===== config.mk =====
export PLATFORM = sky130hd
export DESIGN_NAME = dbgport_seq
export DESIGN_NICKNAME = d
export VERILOG_FILES = /design/src/rtl/dbgport_pkg.sv /design/src/rtl/dbgport_frame_rx.sv /design/src/rtl/dbgport_tx.sv /design/src/rtl/dbgport_ctl.sv /design/src/rtl/dbgport_seq.sv
export SDC_FILE = /design/constraint.sdc
export NUM_CORES = 1
export LEC_CHECK = 0
export ABC_AREA = 1
export ABC_CLOCK_PERIOD_IN_PS = 1500
export BUFFER_PORTS_ARGS = -buffer_cell sky130_fd_sc_hd__buf_2
export CAP_MARGIN = 20
export CORE_UTILIZATION = 25
export DETAILED_ROUTE_END_ITERATION = 8
export PLACE_DENSITY = 0.45
export REMOVE_ABC_BUFFERS = 1
export SYNTH_ARGS = -nofsm -noshare
export SYNTH_HDL_FRONTEND = slang
export SYNTH_SLANG_ARGS = --single-unit

===== constraint.sdc =====
create_clock -name clk -period 1.5 [get_ports clk]
set_input_delay 0.3 -clock clk [delete_from_list [all_inputs] [get_ports clk]]
set_output_delay 0.3 -clock clk [all_outputs]
set_load 0.01 [all_outputs]

===== src/rtl/dbgport_pkg.sv =====
// Package: shared status codes and frame geometry for the debug port.
// Assumes a 2-bit status header in front of each reply word.
package dbgport_pkg;
    typedef enum logic [1:0] {
        ST_DATA   = 2'b00,
        ST_SEQERR = 2'b01,
        ST_EXC    = 2'b10,
        ST_NULL   = 2'b11
    } dp_status_e;

    localparam int HDR_BITS = 2;
endpackage


===== src/rtl/dbgport_frame_rx.sv =====
// Frame receiver: detects the start bit while the port is ready, then
// collects mode, control and payload bits, one per shift strobe.
// Assumes shift_en is a single-cycle strobe in the clk domain.
module dbgport_frame_rx #(
    parameter int WORD_W = 32
) (
    input  logic              clk,
    input  logic              rst_n,
    input  logic              shift_en,
    input  logic              sdi,
    input  logic              ready,
    output logic              frame_start,
    output logic              busy,
    output logic              done,
    output logic              mode,
    output logic              ctrl,
    output logic [WORD_W-1:0] payload
);
    localparam int FRAME_BITS = WORD_W + dbgport_pkg::HDR_BITS;
    localparam int CNT_W      = $clog2(FRAME_BITS);
    localparam logic [CNT_W-1:0] LAST = CNT_W'(FRAME_BITS - 1);

    logic [FRAME_BITS-1:0] sr_q;
    logic [CNT_W-1:0]      cnt_q;
    logic                  busy_q;
    logic                  done_q;

    // A start bit is taken only from an idle, ready port.
    assign frame_start = shift_en && !busy_q && sdi && ready;

    // Collect frame bits and flag the cycle after the last one.
    always_ff @(posedge clk) begin
        if (!rst_n) begin
            sr_q   <= '0;
            cnt_q  <= '0;
            busy_q <= 1'b0;
            done_q <= 1'b0;
        end else begin
            done_q <= 1'b0;
            if (frame_start) begin
                busy_q <= 1'b1;
                cnt_q  <= '0;
            end else if (busy_q && shift_en) begin
                sr_q <= {sr_q[FRAME_BITS-2:0], sdi};
                if (cnt_q == LAST) begin
                    busy_q <= 1'b0;
                    done_q <= 1'b1;
                end else begin
                    cnt_q <= cnt_q + 1'b1;
                end
            end
        end
    end

    assign busy    = busy_q;
    assign done    = done_q;
    assign mode    = sr_q[FRAME_BITS-1];
    assign ctrl    = sr_q[FRAME_BITS-2];
    assign payload = sr_q[WORD_W-1:0];


    cnt_range_chk: assert property (@(posedge clk) disable iff (!rst_n)
        busy_q |-> (cnt_q <= LAST));


    done_after_busy_chk: assert property (@(posedge clk) disable iff (!rst_n)
        done_q |-> ($past(busy_q) && !busy_q));
endmodule


===== src/rtl/dbgport_tx.sv =====
// Reply shifter: loads status plus word at the start bit and presents
// one bit per strobe on sdo; shows the ready bit when no frame runs.
// Assumes load only occurs while the port is idle.
module dbgport_tx #(
    parameter int WORD_W = 32
) (
    input  logic                                  clk,
    input  logic                                  rst_n,
    input  logic                                  load,
    input  logic [WORD_W+dbgport_pkg::HDR_BITS-1:0] load_word,
    input  logic                                  shift,
    input  logic                                  busy,
    input  logic                                  ready,
    output logic                                  sdo
);
    localparam int OUT_BITS = WORD_W + dbgport_pkg::HDR_BITS;

    logic [OUT_BITS-1:0] sr_q;

    // Load the reply at the start bit, then shift it left per strobe.
    always_ff @(posedge clk) begin
        if (!rst_n) begin
            sr_q <= '0;
        end else if (load) begin
            sr_q <= load_word;
        end else if (shift) begin
            sr_q <= {sr_q[OUT_BITS-2:0], 1'b0};
        end
    end

    // The serial line carries reply bits in a frame, the ready bit otherwise.
    assign sdo = busy ? sr_q[OUT_BITS-1] : ready;


    load_idle_chk: assert property (@(posedge clk) disable iff (!rst_n)
        load |-> (ready && !busy));
endmodule


===== src/rtl/dbgport_ctl.sv =====
// Sequencer control: picks the reply status and holds the error latches,
// the CPU word buffer and the CPU-side response and bus-error pulses.
// Assumes the CPU holds cpu_req_valid until a response or bus error.
module dbgport_ctl
    import dbgport_pkg::*;
#(
    parameter int WORD_W = 32
) (
    input  logic                       clk,
    input  logic                       rst_n,
    input  logic                       frame_start,
    input  logic                       busy,
    input  logic                       done,
    input  logic                       mode,
    input  logic                       ctrl,
    input  logic [WORD_W-1:0]          payload,
    input  logic                       cpu_req_valid,
    input  logic                       cpu_req_is_data,
    input  logic                       cpu_wr_valid,
    input  logic [WORD_W-1:0]          cpu_wr_word,
    input  logic                       cpu_exc,
    input  logic                       exc_enable,
    output logic [WORD_W+HDR_BITS-1:0] tx_word,
    output logic                       ready,
    output logic                       cpu_rsp_valid,
    output logic [WORD_W-1:0]          cpu_rsp_word,
    output logic                       cpu_bus_err
);
    logic              seq_q;
    logic              exc_q;
    logic              exc_cpu_q;
    logic              buf_v_q;
    logic [WORD_W-1:0] buf_w_q;
    dp_status_e        rep_q;
    dp_status_e        st_sel;
    logic              rsp_v_q;
    logic [WORD_W-1:0] rsp_w_q;
    logic              berr_q;

    // Status priority: sequencing error, exception, CPU data, null.
    always_comb begin
        if (seq_q)        st_sel = ST_SEQERR;
        else if (exc_q)   st_sel = ST_EXC;
        else if (buf_v_q) st_sel = ST_DATA;
        else              st_sel = ST_NULL;
    end

    // The reply word is the buffered CPU word only with data status.
    assign tx_word = {st_sel, (st_sel == ST_DATA) ? buf_w_q : '0};

    // Ready once prior activity has finished and something awaits the host.
    assign ready = !busy && !done && !rsp_v_q && !berr_q
                   && (cpu_req_valid || seq_q || exc_q);

    // Latch updates, buffer handling and end-of-frame CPU actions.
    always_ff @(posedge clk) begin
        if (!rst_n) begin
            seq_q     <= 1'b0;
            exc_q     <= 1'b0;
            exc_cpu_q <= 1'b0;
            buf_v_q   <= 1'b0;
            buf_w_q   <= '0;
            rep_q     <= ST_NULL;
            rsp_v_q   <= 1'b0;
            rsp_w_q   <= '0;
            berr_q    <= 1'b0;
        end else begin
            rsp_v_q <= 1'b0;
            berr_q  <= 1'b0;
            if (frame_start) begin
                rep_q <= st_sel;
                if (st_sel == ST_DATA) buf_v_q <= 1'b0;
            end
            if (cpu_wr_valid) begin
                buf_v_q <= 1'b1;
                buf_w_q <= cpu_wr_word;
            end
            if (cpu_exc && exc_enable) begin
                exc_q     <= 1'b1;
                exc_cpu_q <= 1'b1;
            end
            if (done) begin
                case (rep_q)
                    ST_SEQERR: begin
                        seq_q     <= 1'b0;
                        exc_q     <= 1'b1;
                        exc_cpu_q <= 1'b0;
                    end
                    ST_EXC: begin
                        exc_q     <= 1'b0;
                        exc_cpu_q <= 1'b0;
                        if (exc_cpu_q && cpu_req_valid) berr_q <= 1'b1;
                    end
                    default: begin
                        if (!mode && cpu_req_valid) begin
                            if (ctrl == cpu_req_is_data) begin
                                rsp_v_q <= 1'b1;
                                rsp_w_q <= payload;
                            end else begin
                                berr_q <= 1'b1;
                                seq_q  <= 1'b1;
                            end
                        end
                    end
                endcase
            end
        end
    end

    assign cpu_rsp_valid = rsp_v_q;
    assign cpu_rsp_word  = rsp_w_q;
    assign cpu_bus_err   = berr_q;


    resp_excl_chk: assert property (@(posedge clk) disable iff (!rst_n)
        $onehot0({rsp_v_q, berr_q}));


    rsp_req_chk: assert property (@(posedge clk) disable iff (!rst_n)
        rsp_v_q |-> $past(cpu_req_valid));


    seq_to_exc_chk: assert property (@(posedge clk) disable iff (!rst_n)
        $fell(seq_q) |-> exc_q);


    seq_set_chk: assert property (@(posedge clk) disable iff (!rst_n)
        $rose(seq_q) |-> berr_q);
endmodule


===== src/rtl/dbgport_seq.sv =====
// Top: debug port transmission sequencer joining receiver, control and
// reply shifter. Assumes shift_en is already in the clk domain.
module dbgport_seq #(
    parameter int WORD_W = 32
) (
    input  logic              clk,
    input  logic              rst_n,
    input  logic              shift_en,
    input  logic              sdi,
    output logic              sdo,
    input  logic              cpu_req_valid,
    input  logic              cpu_req_is_data,
    output logic              cpu_rsp_valid,
    output logic [WORD_W-1:0] cpu_rsp_word,
    output logic              cpu_bus_err,
    input  logic              cpu_wr_valid,
    input  logic [WORD_W-1:0] cpu_wr_word,
    input  logic              cpu_exc,
    input  logic              exc_enable
);
    localparam int OUT_BITS = WORD_W + dbgport_pkg::HDR_BITS;

    logic              frame_start;
    logic              busy;
    logic              done;
    logic              mode;
    logic              ctrl;
    logic [WORD_W-1:0] payload;
    logic              ready;
    logic [OUT_BITS-1:0] tx_word;

    dbgport_frame_rx #(.WORD_W(WORD_W)) u_rx (
        .clk         (clk),
        .rst_n       (rst_n),
        .shift_en    (shift_en),
        .sdi         (sdi),
        .ready       (ready),
        .frame_start (frame_start),
        .busy        (busy),
        .done        (done),
        .mode        (mode),
        .ctrl        (ctrl),
        .payload     (payload)
    );

    dbgport_ctl #(.WORD_W(WORD_W)) u_ctl (
        .clk             (clk),
        .rst_n           (rst_n),
        .frame_start     (frame_start),
        .busy            (busy),
        .done            (done),
        .mode            (mode),
        .ctrl            (ctrl),
        .payload         (payload),
        .cpu_req_valid   (cpu_req_valid),
        .cpu_req_is_data (cpu_req_is_data),
        .cpu_wr_valid    (cpu_wr_valid),
        .cpu_wr_word     (cpu_wr_word),
        .cpu_exc         (cpu_exc),
        .exc_enable      (exc_enable),
        .tx_word         (tx_word),
        .ready           (ready),
        .cpu_rsp_valid   (cpu_rsp_valid),
        .cpu_rsp_word    (cpu_rsp_word),
        .cpu_bus_err     (cpu_bus_err)
    );

    dbgport_tx #(.WORD_W(WORD_W)) u_tx (
        .clk       (clk),
        .rst_n     (rst_n),
        .load      (frame_start),
        .load_word (tx_word),
        .shift     (busy && shift_en),
        .busy      (busy),
        .ready     (ready),
        .sdo       (sdo)
    );
endmodule


Word level (Yosys, flattened, before mapping)
Cells that the tools add are included.
{"block": "totals", "wordCells": 91, "output_inout_bits": 35, "mem_bits_ro": 0, "reg_bits": 148, "mem_bits_rw": 0, "latch_bits": 0, "mem_count": 0, "in_bits": 41}
{"block": "classes", "n_eq_ne": 5, "addsub": 1, "shift": 0, "div": 0, "reduce_logical": 35, "bitwise": 8, "order_cmp": 0, "multipliers": 0, "mux": 28}
{"op": "two-way mux 34 bit", "count": 2}
{"op": "two-way mux 32 bit", "count": 1}
{"op": "two-way mux 1 bit", "count": 19}
{"op": "logical AND 1 bit", "count": 11}
{"op": "AND reduction 2 bit", "count": 5}
{"op": "nonzero test 2 bit", "count": 5}
{"op": "inverter 1 bit", "count": 8}
{"op": "AND reduction 4 bit", "count": 2}
{"op": "adder 6 x 1 -> 6 bit (second input constant)", "count": 1}
{"op": "equality test 6 bit (second input constant)", "count": 1}
{"op": "two-way mux 2 bit", "count": 3}
{"op": "one-hot mux 1 bit (2 select lines)", "count": 3}
{"op": "zero test 1 bit", "count": 5}
{"op": "OR reduction 5 bit", "count": 1}
{"op": "OR reduction 2 bit", "count": 2}
{"op": "OR reduction 3 bit", "count": 1}
{"op": "equality test 2 x 1 -> 1 bit (second input constant)", "count": 1}
{"op": "equality test 2 bit (second input constant)", "count": 1}
{"op": "zero test 2 bit", "count": 1}
{"op": "logical OR 1 bit", "count": 2}
{"op": "!= test 2 bit (second input constant)", "count": 1}
{"op": "equality test 1 bit", "count": 1}

Longest topological paths before layout
Gate-level depths: netlist of run 1.
{"block": "logic_depth", "depth_word": 8, "ltp_mapped": 9}

Cells and area by module
From an unflattened synthesis of run 1, not the netlist that was laid out.
{"block": "hier_totals", "cells_unflattened": 920, "hier_area_um2": 6527.5}
{"mod": "dbgport_ctl", "seq_area_each_um2": 1441.4, "n_inst": 1, "area_per_inst_um2": 3153.0, "cells_per_inst": 451}
{"mod": "dbgport_tx", "seq_area_each_um2": 680.7, "n_inst": 1, "area_per_inst_um2": 1752.9, "cells_per_inst": 258}
{"mod": "dbgport_frame_rx", "seq_area_each_um2": 840.8, "n_inst": 1, "area_per_inst_um2": 1614.0, "cells_per_inst": 209}
{"mod": "dbgport_seq", "seq_area_each_um2": 0.0, "n_inst": 1, "area_per_inst_um2": 7.5, "cells_per_inst": 2}

Least setup slack after synthesis of run 1
No wires, ideal clock.
{"block": "synth_timing", "path_kind": "register to register", "startpoint": "register u_ctl.rep_q[0]", "endpoint": "register u_ctl.rsp_w_q[0], in the netlist u_ctl.cpu_rsp_word[0]", "n_path_buf": 1, "stages_incl_launch_ff": 7, "t_arrival_ns": 1.224, "period_less_slack_ns": 1.340, "setup_ns": 0.116, "slack_ns": 0.160, "path_cell_list": "dfxtp_1 > inv_1 > ha_1 > nand3_1 > clkbuf_1 > o21ai_0 > nor2_1"}
{"block": "synth_via", "elab_chain_len": 4, "elab_cells_between_ends": 5, "classes_between": "eq/ne (2); bitwise (1); reduce/logical (2)"}
{"item": "start, declared", "line": "dbgport_ctl.sv:34", "text": "dp_status_e rep_q;"}
{"item": "start signal, assigned", "line": "dbgport_ctl.sv:71", "text": "rep_q <= st_sel;"}
{"item": "equality test 2 x 1 -> 1 bit / equality test 2 bit (equally long branches)", "line": "dbgport_ctl.sv:83", "text": "case (rep_q)"}
{"item": "OR reduction 2 bit (no source line) (*)"}
{"item": "inverter 1 bit (no source line) (*)"}
{"item": "AND reduction 4 bit (no source line) (*)"}
{"item": "end signal, assigned", "line": "dbgport_ctl.sv:98", "text": "rsp_w_q <= payload;"}
{"item": "end, declared", "line": "dbgport_ctl.sv:37", "text": "logic [WORD_W-1:0] rsp_w_q;"}
Every way passes the cells marked *; elsewhere a longest branch is shown, timed or not.
A chain may end at the register's enable or synchronous reset.

Worst setup path after layout of run 1
{"block": "layout_timing", "startpoint": "register u_rx.busy_q, in the netlist u_rx.busy", "endpoint": "register u_tx.sr_q[31]"}
{"block": "layout_via", "elab_chain_len": 7, "elab_cells_between_ends": 11, "classes_between": "mux (1); reduce/logical (10)"}
{"item": "start, declared", "line": "dbgport_frame_rx.sv:25", "text": "logic busy_q;"}
{"item": "start signal, assigned", "line": "dbgport_frame_rx.sv:36", "text": "busy_q <= 1'b0;"}
{"item": "start signal, assigned", "line": "dbgport_frame_rx.sv:41", "text": "busy_q <= 1'b1;"}
{"item": "start signal, assigned", "line": "dbgport_frame_rx.sv:46", "text": "busy_q <= 1'b0;"}
{"item": "zero test 1 bit", "line": "dbgport_frame_rx.sv:29, dbgport_ctl.sv:52"}
{"item": "logical AND 1 bit (3 in series)", "line": "dbgport_ctl.sv:52", "text": "assign ready = !busy && !done && !rsp_v_q && !berr_q"}
{"item": "logical AND 1 bit", "line": "dbgport_ctl.sv:53", "text": "&& (cpu_req_valid || seq_q || exc_q);"}
{"item": "logical AND 1 bit", "line": "dbgport_frame_rx.sv:29", "text": "assign frame_start = shift_en && !busy_q && sdi && ready;"}
{"item": "two-way mux 34 bit / nonzero test 2 bit (equally long branches)"}
{"item": "end signal, assigned", "line": "dbgport_tx.sv:25", "text": "sr_q <= load_word;"}
{"item": "end signal, assigned", "line": "dbgport_tx.sv:27", "text": "sr_q <= {sr_q[OUT_BITS-2:0], 1'b0};"}
{"item": "end, declared", "line": "dbgport_tx.sv:18", "text": "logic [OUT_BITS-1:0] sr_q;"}
Several ways; a longest one is shown, not always the timed one.

==> results of run 1 <==
[layout by cell type, fill, tap and decap left out, drive strengths merged]
master / instances
a21oi: 15
buf: 116
bufinv: 4
clkbuf: 27
clkinv: 1
clkinvlp: 2
dfxtp: 148
ha: 4
inv: 60
nand2: 253
nand3: 17
nand4: 3
nor2: 210
nor3: 3
nor4: 1
o21ai: 104
xnor2: 2
xor2: 2
[power groups by stage]
stage                     clock network [mW]  logic, mW  registers, mW
after floorplan                            0      0.325           4.19
after global placement                     0      0.598           4.21
after detailed placement                   0      0.599           4.21
after CTS                               4.65      0.619           4.13
after global routing                    4.83      0.781           4.14
final                                   4.54      0.683           4.13
[flip-flops by register name, summed over array words and instances (netlist names)]
register and count:
u_rx.done 1, u_rx.cnt_q 6, u_ctl.rep_q 2, u_ctl.seq_q 1, u_tx.sr_q 34, u_ctl.exc_q 1, u_rx.busy 1, u_ctl.cpu_bus_err 1
u_ctl.buf_v_q 1, u_rx.sr_q 34, u_ctl.buf_w_q 32, u_ctl.cpu_rsp_word 32, u_ctl.exc_cpu_q 1, u_ctl.cpu_rsp_valid 1
[worst reg2reg max path, delay by kind of cell, from the launching register on]
family	cells	cell delay, ns
DFF	1	0.35
and+or+nand+nor	6	0.57
buffers and inverters	4	0.54
[worst paths after layout]
kind / slack [ns] / start / to / cells past startpoint
hold reg to reg: 0.47 / u_tx.sr_q[32]$_SDFFE_PN0P_ / u_tx.sr_q[33]$_SDFFE_PN0P_ / 2
hold / removal: 0.09 / cpu_wr_word[24] / u_ctl.buf_w_q[24]$_SDFFE_PN0P_ / 3
setup reg to reg: -0.03 / u_rx.busy$_SDFFE_PN0P_ / u_tx.sr_q[31]$_SDFFE_PN0P_ / 10
setup / recovery: -0.03 / u_rx.busy$_SDFFE_PN0P_ / u_tx.sr_q[31]$_SDFFE_PN0P_ / 10
[area by class of cell]
class | instances | area (µm²) | share of cell area, %
flip-flops and latches | 148 | 2970 | 37.5
multi-input cells | 614 | 2800 | 35.3
repair buffers | 120 | 903 | 11.4
clock buffers | 23 | 468 | 5.90
well taps | 319 | 399 | 5.03
inverters | 59 | 234 | 2.95
clock inverters | 8 | 149 | 1.88
[repair_timing]
item                                    in CTS  in global routing
cloned                                       0                  6
setup buffers                                8                  4
gates resized for setup                     11                 90
endpoints found under the setup margin       1                 68
pin swaps                                    4                 11
[through the flow]
step                utilization (%)  power, mW  worst slack (ns)  setup TNS [ns]  hold slack [ns]
finish                         33.7       9.35           -0.0291          -0.186           0.0935
global route                   33.7       9.76           -0.0974           -2.01           0.0829
CTS                            32.0       9.40           -0.0309         -0.0309           0.0762
detailed placement             29.1       4.81            0.0529               0            0.467
global placement               29.1       4.81            0.0451               0            0.458
floorplan                         -       4.52            -0.895          -62.64            0.385
[cell families (layout without fill, tap and decap cells)]
group	count (synthesis)	in the layout	synth area share [%]
adders and majority gates	4	4	0.834
buffers and inverters	107	210	7.57
xor gates and xnor gates	4	4	0.584
and+or+nand+nor	487	487	31.7
AOI/OAI and AO/OA	119	119	9.92
DFF	148	148	49.4
[routing by layer]
layer  global-route usage, %  share of wire (%)
met1                    16.3                 51
met2                    18.4                 44
met3                    2.89                3.6
met4                    4.48                1.2
met5                       0                  0
==> flow_results.org, run 1 <==
** Routing
- Count of antenna-violating nets left after detailed routing :: 0
- After detailed routing, the total wire length is 15.0 mm.
- For this run, design rule violations remaining after detail routing come to 0.
- Number of design-rule violations left by the first detailed-router iteration :: between 200 and 300
- TritonRoute pass-1 iters :: 4
- Number of vias per cell after detailed routing :: 4.14
- The final route contains 5347 vias.
- Dividing the detail-routed wire length by the instance count gives 11.6 µm.

** Global route
- The initial antenna violation count came to 0.
- Remaining global-route overflow :: 0
- Overall track demand over capacity in global routing :: 12.0%
- Maximum number of pins on one net before global-route repair :: 72
- The first global-routing pass estimated 23.4 mm of wire.
- The via count of the first global-routing pass was around 4800.

** Power and ir drop
- Maximum ir drop on the vdd rail :: 0.541 mV
- In this run the power spent charging and discharging nets is between 2 and 2.5 mW.
- Combinational cells account for approximately 7.3% of the total power.
- Of the total power, the clock network draws 48.5%.
- Pwr/cell area :: 1180 nW/µm²
- Switching portion of total power :: 23.0%
- Total leakage power :: 3.95 nW
- Cell internal power was estimated by the tool at 7.20 mW.
- Power share of the sequential group :: between 40% and 50%

** Clock tree
- CTS HTree Levels :: 4
- In this run, post-CTS hold repair placed 0 buffers.
- TritonCTS built the clock tree.
- Worst-case clock buffer depth :: 2
- Clock latency at the later pin of the worst-skew pair :: 0.42 ns
- Counting the buffers created by CTS gives 17.
- Clock transition time at the flip-flop clock pins of the worst setup and hold paths :: 0.06 ns
- Clock sinks :: 148
- Clk Tree Root Cell :: sky130_fd_sc_hd__clkbuf_16

** Synthesis
- Synthesis produced a netlist whose cell count is 869.
- Dominant cells by area after synthesis :: sky130_fd_sc_hd__dfxtp_1 (49%), sky130_fd_sc_hd__nand2_1 (16%), sky130_fd_sc_hd__nor2_1 (13%)
- Synthesized flop and latch total :: 148
- Count of different cell masters after synthesis :: 23
- Count of flip-flops with a built-in enable after synthesis :: 0
- Top cell type by total area after synthesis :: sky130_fd_sc_hd__dfxtp_1
- Most common cell in the synthesized netlist :: sky130_fd_sc_hd__nand2_1
- In this run the mean area of a mapped cell was 6.91 µm².
- Counting flops with an async set or reset pin after synthesis yields a share of 0%.
- The synthesized design devotes to its leading area cell type 49.4% of total area.
- Counting instances in the post-synthesis netlist gives the leading cell types as sky130_fd_sc_hd__nand2_1 (250), sky130_fd_sc_hd__nor2_1 (208), sky130_fd_sc_hd__dfxtp_1 (148).
- Number of synthesis warnings :: 0
- The most used flip-flop cell after synthesis is sky130_fd_sc_hd__dfxtp_1.
- Synthesized area :: 6000 µm²
- Summing the sequential cell areas from Yosys gives 49.4% of the chip area.

** Floorplanning
- Floorplan die area :: 24600 µm²
- The die is about 160 µm tall.
- Number of placed I/O pins :: 76
- Initial core utilization :: 25.5%
- Die X-Extent :: 157 µm
- Core area :: 23500 µm²
- In this run the core area contains 56 standard-cell rows.

** Flow run
- Max_cap viols :: 0

** Final layout
- After routing the design area is between 7000 and 8000 µm².
- The post-route netlist has 21.8% of its cells at a drive strength greater than 1.
- Fill cells :: 2597
- 0 antenna diodes ended up in the layout.
- Layout-stage area growth over the synthesis result :: 32.1%
- Final cell count without fillers :: 1291
- After the last flow step, the layout net total stands at approximately 1000.

** Timing
- Final setup margin :: -0.0291 ns
- Max-Slew Margin vs Limit :: a little under 80%
- Setup repair after global routing could not meet its margin everywhere.
- Worst clock skew :: 0.00937 ns
- Subtracting the final worst setup slack from the clock period gives ~1.5 ns.
- Setup violations remaining at the end of the flow were counted as 19.
- For the pin with the worst max-slew slack, the measured transition is 0.320 ns.
- Static timing analysis puts the maximum clock frequency at 654 MHz.
- Total count of hold-check failures in the final report :: 0
- The total count of max-transition violations in the final report came to 0.
- In the finished design, the share of the clock period the worst path needs comes to 102%.

** Place
- The number of placed instances, taps included, is 1243.
- Area post-placement :: 6840 µm²
- Half-perimeter wire length after placement :: 8.98 mm
- In this run the tool buffered the top-level ports with 75 buffer cells.
- Routability-driven placement finished with a final weighted congestion of about 0.76.

** Setup path
- On the worst path, the slowest cell contributes a delay of 0.35 ns.
- Worst EP required :: approximately 1.9 ns
- In this run the worst path has a maximum fanout of 8.
- Kind of capture point of the worst setup path :: flop
- STA classifies the critical path startpoint as a flop.
- Traced cell by cell, the critical path runs through buf_6, inv_4, nand2_1, nor2_4, nand3_4, nor3_4, buf_6, clkbuf_16, nand2_4, nand2_2.
- The worst setup path is of the flop to flop kind.
- The slowest stage of the critical path belongs to the cell sky130_fd_sc_hd__dfxtp_4.
- Most frequent cell on the critical path :: sky130_fd_sc_hd__buf_6
- The critical path contains buffers and inverters numbering 4 combined.
- Critical path's top delay family :: simple AND/OR/NAND/NOR gates
- Worst EP arrival :: about 1.9 ns

** Status
- The run finished, with violations left.
- The final reports fail on negative setup slack.

** Min path
- The tightest min-delay check is of the input pin to flop type.
Power figures use the tool's default switching activity.
==> run 2, diff against run 1 <==
Settings changed: ABC_CLOCK_PERIOD_IN_PS 1500 to 1300, PLACE_DENSITY 0.45 to 0.46, SYNTH_HIERARCHICAL set to 1.
Clock period 1.5 ns to 1.3 ns, I/O delays scaled along.
==> run 2 against run 1 <==
  * The flow still finishes with violations (negative setup slack)
  * Clock-buffer cell count decreased by 6
  * Synthesized cell count increased by 5.9%
  * Combinational power increased by 52%
  * Power increased by 12%
  * Worst hold slack got worse by 0.0021 ns
  * Design area increased by 9.2%
  * Routed wire length increased by 12%
  * Critical path type unchanged
  * Highest routed layer unchanged
==> flow_results.org, run 2 <==
** Final layout
- From synthesis to final layout, the design area changed by 32.6%.
- The filler cells instantiated in the layout total 2763.
- Multi-input logic area :: between 3000 and 4000 µm²
- The final layout contains 1059 nets.
- Share of final-layout standard cells stronger than drive strength 1 :: around 26%
- Registers with the highest flip-flop counts :: u_rx/sr_q: 34 flops, u_tx/sr_q: 34 flops
- Antenna diodes :: 0
- Across the whole layout, storage elements account for approximately 3000 µm².
- Leaving out fill and tap cells, the most frequent cell in the layout is sky130_fd_sc_hd__nand2_1.
- Final cell count without fillers :: about 1400
- Cells fill 34.1% of the core in the end.
- Commonest cells after routing, fill and taps aside :: sky130_fd_sc_hd__nand2_1 (149), sky130_fd_sc_hd__nor2_1 (143), sky130_fd_sc_hd__dfxtp_1 (142)

** Timing
- Setup violations remaining at the end of the flow were counted as 78.
- Worst clock skew :: just over 0.01 ns
- Final count of pins violating max slew :: 0
- Worst slew pin tran :: about 0.33 ns
- The worst path uses 132% of the clock period.
- In the post-route analysis, the smallest setup slack over all paths is -0.417 ns.
- After layout, the minimum clock period comes to 1.72 ns.
- Headroom to the max-slew limit came out at 77.9%.
- Total count of hold-check failures in the final report :: 0
- For this run, the top clock speed supported by timing is 583 MHz.
- RSZ-0062 raised after global routing :: yes

** Setup path
- Most frequent cell on the critical path :: sky130_fd_sc_hd__nand2_1
- CP Launch Type :: flop
- For this design, the slowest cell found on the critical path is sky130_fd_sc_hd__dfxtp_2.
- Data on the critical path arrives at its endpoint at 2.03 ns.
- The signal on the critical path passes through nor2_1, nand2_1, a31oi_2, nand2_1, nor3_4, buf_12, nor2_8, clkbuf_16, nand2_1, nand3_1, nand2_1, inv_1.
- The worst setup path is of the flop to flop kind.
- Biggest fanout along the worst timing path :: 9
- On the worst path, the slowest cell contributes a delay of 0.32 ns.
- STA puts the critical path data required time at 1.62 ns.
- Kind of capture point of the worst setup path :: flop

** Clock tree
- Buffers inserted to repair hold after CTS numbered 0.
- Clock tree synthesis inserted a total of 17 buffers.
- The longest clock path from root to sink contains 2 buffers.
- TritonCTS built the clock tree.
- In this run the number of H-tree levels came out at 4.
- At the later pin of the worst-skew pair, clock insertion delay measures 0.42 ns.
- The clock drives 148 sinks.
- CTS placed an instance of sky130_fd_sc_hd__clkbuf_16 at the clock tree root.
- Clock transition time at the flip-flop clock pins of the worst setup and hold paths :: 0.07 ns

** Routing
- Number of design-rule violations left by the first detailed-router iteration :: 246
- Summing over every cut layer, the via total after detailed routing is between 5000 and 6000.
- For this block, the routed nets add up to 16.8 mm of wire.
- Number of vias per cell after detailed routing :: 4.31
- In the final routed layout, each cell accounts on average for 12.4 µm.
- Post-detailed-route DRC marker count :: 0
- TritonRoute pass-1 iters :: 5
- The detail route stage leaves a number of antenna-violating nets equal to 0.

** Global route
- The first global-routing pass estimated between 20 and 30 mm of wire.
- Summed over all layers, the global routing overflow is 0.
- The initial antenna violation count is 0.
- Overall track demand over capacity in global routing :: a little over an eighth
- The via count of the first global-routing pass was about 5500.
- Maximum number of pins on one net before global-route repair :: 66

** Power and ir drop
- In this run the power spent charging and discharging nets is 2.83 mW.
- Net switching is 27.1% of the power.
- Combinational Power Share :: about a tenth
- Internal power comes to between 7 and 8 mW.
- The design draws 10.4 mW.
- Power share of the sequential group :: 45.6%
- The clock network is responsible for between 40% and 50% of the overall power.
- Maximum ir drop on the vdd rail :: 0.688 mV
- Total leakage power :: between 3 and 4 nW
- Pwr/cell area :: 1200 nW/µm²

** Place
- The count of buffers added on input and output ports is 75.
- The wire-length estimate of the detail-placed layout is 9.95 mm.
- In this run, placement finished with an instance count of around 1300.
- Last weighted congestion value of the routability-driven placer :: roughly 0.72
- Setup Slack @ Placement :: -0.365 ns

** Floorplanning
- The total area inside the core boundary comes to 25400 µm².
- Floorplan die area :: 26800 µm²
- Initial core utilization :: between 20% and 30%
- Number of standard-cell rows in the floorplan :: 58
- The die is 164 µm tall.
- Number of placed I/O pins :: 76
- Die X-Extent :: 164 µm

** Synthesis
- Post-synth top area share :: 45.4%
- Summing the sequential cell areas from Yosys gives between 40 and 50% of the chip area.
- In this run, synthesis inferred 0 flip-flops with an integrated enable.
- Synthesis handed over a netlist of 920 instances.
- The average instance in the mapped netlist occupies 7.10 µm².
- After synthesis, the netlist uses 31 different library cells.
- Summed over all instances, the cell type with the most area after synthesis is sky130_fd_sc_hd__dfxtp_1.
- Yosys attributes the largest share of cell area to sky130_fd_sc_hd__dfxtp_1 (45%), sky130_fd_sc_hd__nor2_1 (9.9%), sky130_fd_sc_hd__nand2_1 (9.5%).
- After synthesis, the most frequently instantiated cells are sky130_fd_sc_hd__nor2_1 (172), sky130_fd_sc_hd__nand2_1 (166), sky130_fd_sc_hd__dfxtp_1 (148).
- By instance count, the leading cell after synthesis is sky130_fd_sc_hd__nor2_1.
- The mapped netlist covers between 6000 and 7000 µm².
- For this run, the number of Yosys warnings is 6.
- In this run, synthesis produced a sequential element count of 148.
- The most used flip-flop cell after synthesis is sky130_fd_sc_hd__dfxtp_1.
- Async set or reset register ratio after synthesis :: 0%

** Status
- Result of the run :: finished, violations left
- Violations in the final reports :: negative setup slack

** Min path
- The path class of the tightest hold or removal check is input pin to flop.

** Flow run
- Across the run, the number of max-cap violations was 0.
==> run 2: cell types whose count changed after synthesis, sizes merged, moves of 12 or more <==
| cell | change |
|---|---|
| nand2 | -85 |
| inv | +65 |
| nand3 | +60 |
| nand4 | +34 |
| nor2 | -34 |
| o21ai | -34 |
| a21oi | +33 |
| buf | +23 |
| clkbuf | -12 |
==> run 2: final cells by class <==
cell class / count / area share (%)
clock buffers: 17 / 4.91
clock inverters: 15 / 1.45
inverters: 124 / 5.58
multi-input cells: 589 / 35.1
flip-flops and latches: 148 / 34.3
well taps: 330 / 4.77
repair buffers: 133 / 13.8
==> run 2: kinds of logic (layout without fill, tap and decap cells) <==
group                      Yosys count  after routing  synth area share (%)
adders and majority gates            5              5                 0.958
xor gates and xnor gates             1              1                 0.134
buffers and inverters              183            289                  12.7
AOI/OAI and AO/OA                  120            120                  9.32
DFF                                148            148                  45.4
and+or+nand+nor                    462            462                  31.4
muxes                                1              1                 0.173
==> run 2: stage by stage <==
step / area (µm²) / setup TNS, ns / hold WS [ns]
after floorplan: 6170 / -90.83 / 0.358
after global placement: 7430 / -19.32 / 0.446
after detailed placement: 7430 / -19.56 / 0.450
after CTS: 8340 / -18.60 / 0.0766
after global routing: 8660 / -28.25 / 0.0944
final: 8660 / -20.62 / 0.0913
==> run 2: worst max-delay path, delay by kind of cell, from the launching register on <==
family	cells	cell delay, ns
buffers and inverters	3	0.37
AOI/OAI and AO/OA	1	0.16
DFF	1	0.32
and+or+nand+nor	8	0.77
==> run 2: routing by layer <==
layer / track usage [%] / wire [µm]
met5: 0 / 0
met4: 2.78 / 93
met3: 2.95 / 530
met2: 21.8 / 7940
met1: 16.9 / 8280
==> run 2: worst paths after layout <==
check,cells after the start,start,slack [ns],endpoint
worst max-delay path,12,u_rx/busy$_SDFFE_PN0P_,-0.42,u_tx/sr_q[18]$_SDFFE_PN0P_
worst min-delay path,3,exc_enable,0.09,u_ctl/exc_cpu_q$_SDFF_PN0_
worst max register to register,12,u_rx/busy$_SDFFE_PN0P_,-0.42,u_tx/sr_q[18]$_SDFFE_PN0P_
worst min register to register,2,u_ctl/buf_w_q[18]$_SDFFE_PN0P_,0.46,u_ctl/buf_w_q[18]$_SDFFE_PN0P_
==> run 2: timing repair <==
item / in CTS / in global routing
endpoints found under the setup margin: 78 / 81
buffers inserted: 9 / 7
cloned: 5 / 3
resized for setup: 45 / 75
pin swaps: 36 / 43
==> run 2: power by group through the flow <==
stage | Sequential [mW] | Clock (mW) | Combinational, mW
after detailed placement | 4.85 | 0 | 0.925
final | 4.75 | 4.64 | 1.04
after floorplan | 4.83 | 0 | 0.484
after CTS | 4.75 | 4.80 | 0.977
after global routing | 4.76 | 4.98 | 1.17
after global placement | 4.85 | 0 | 0.920
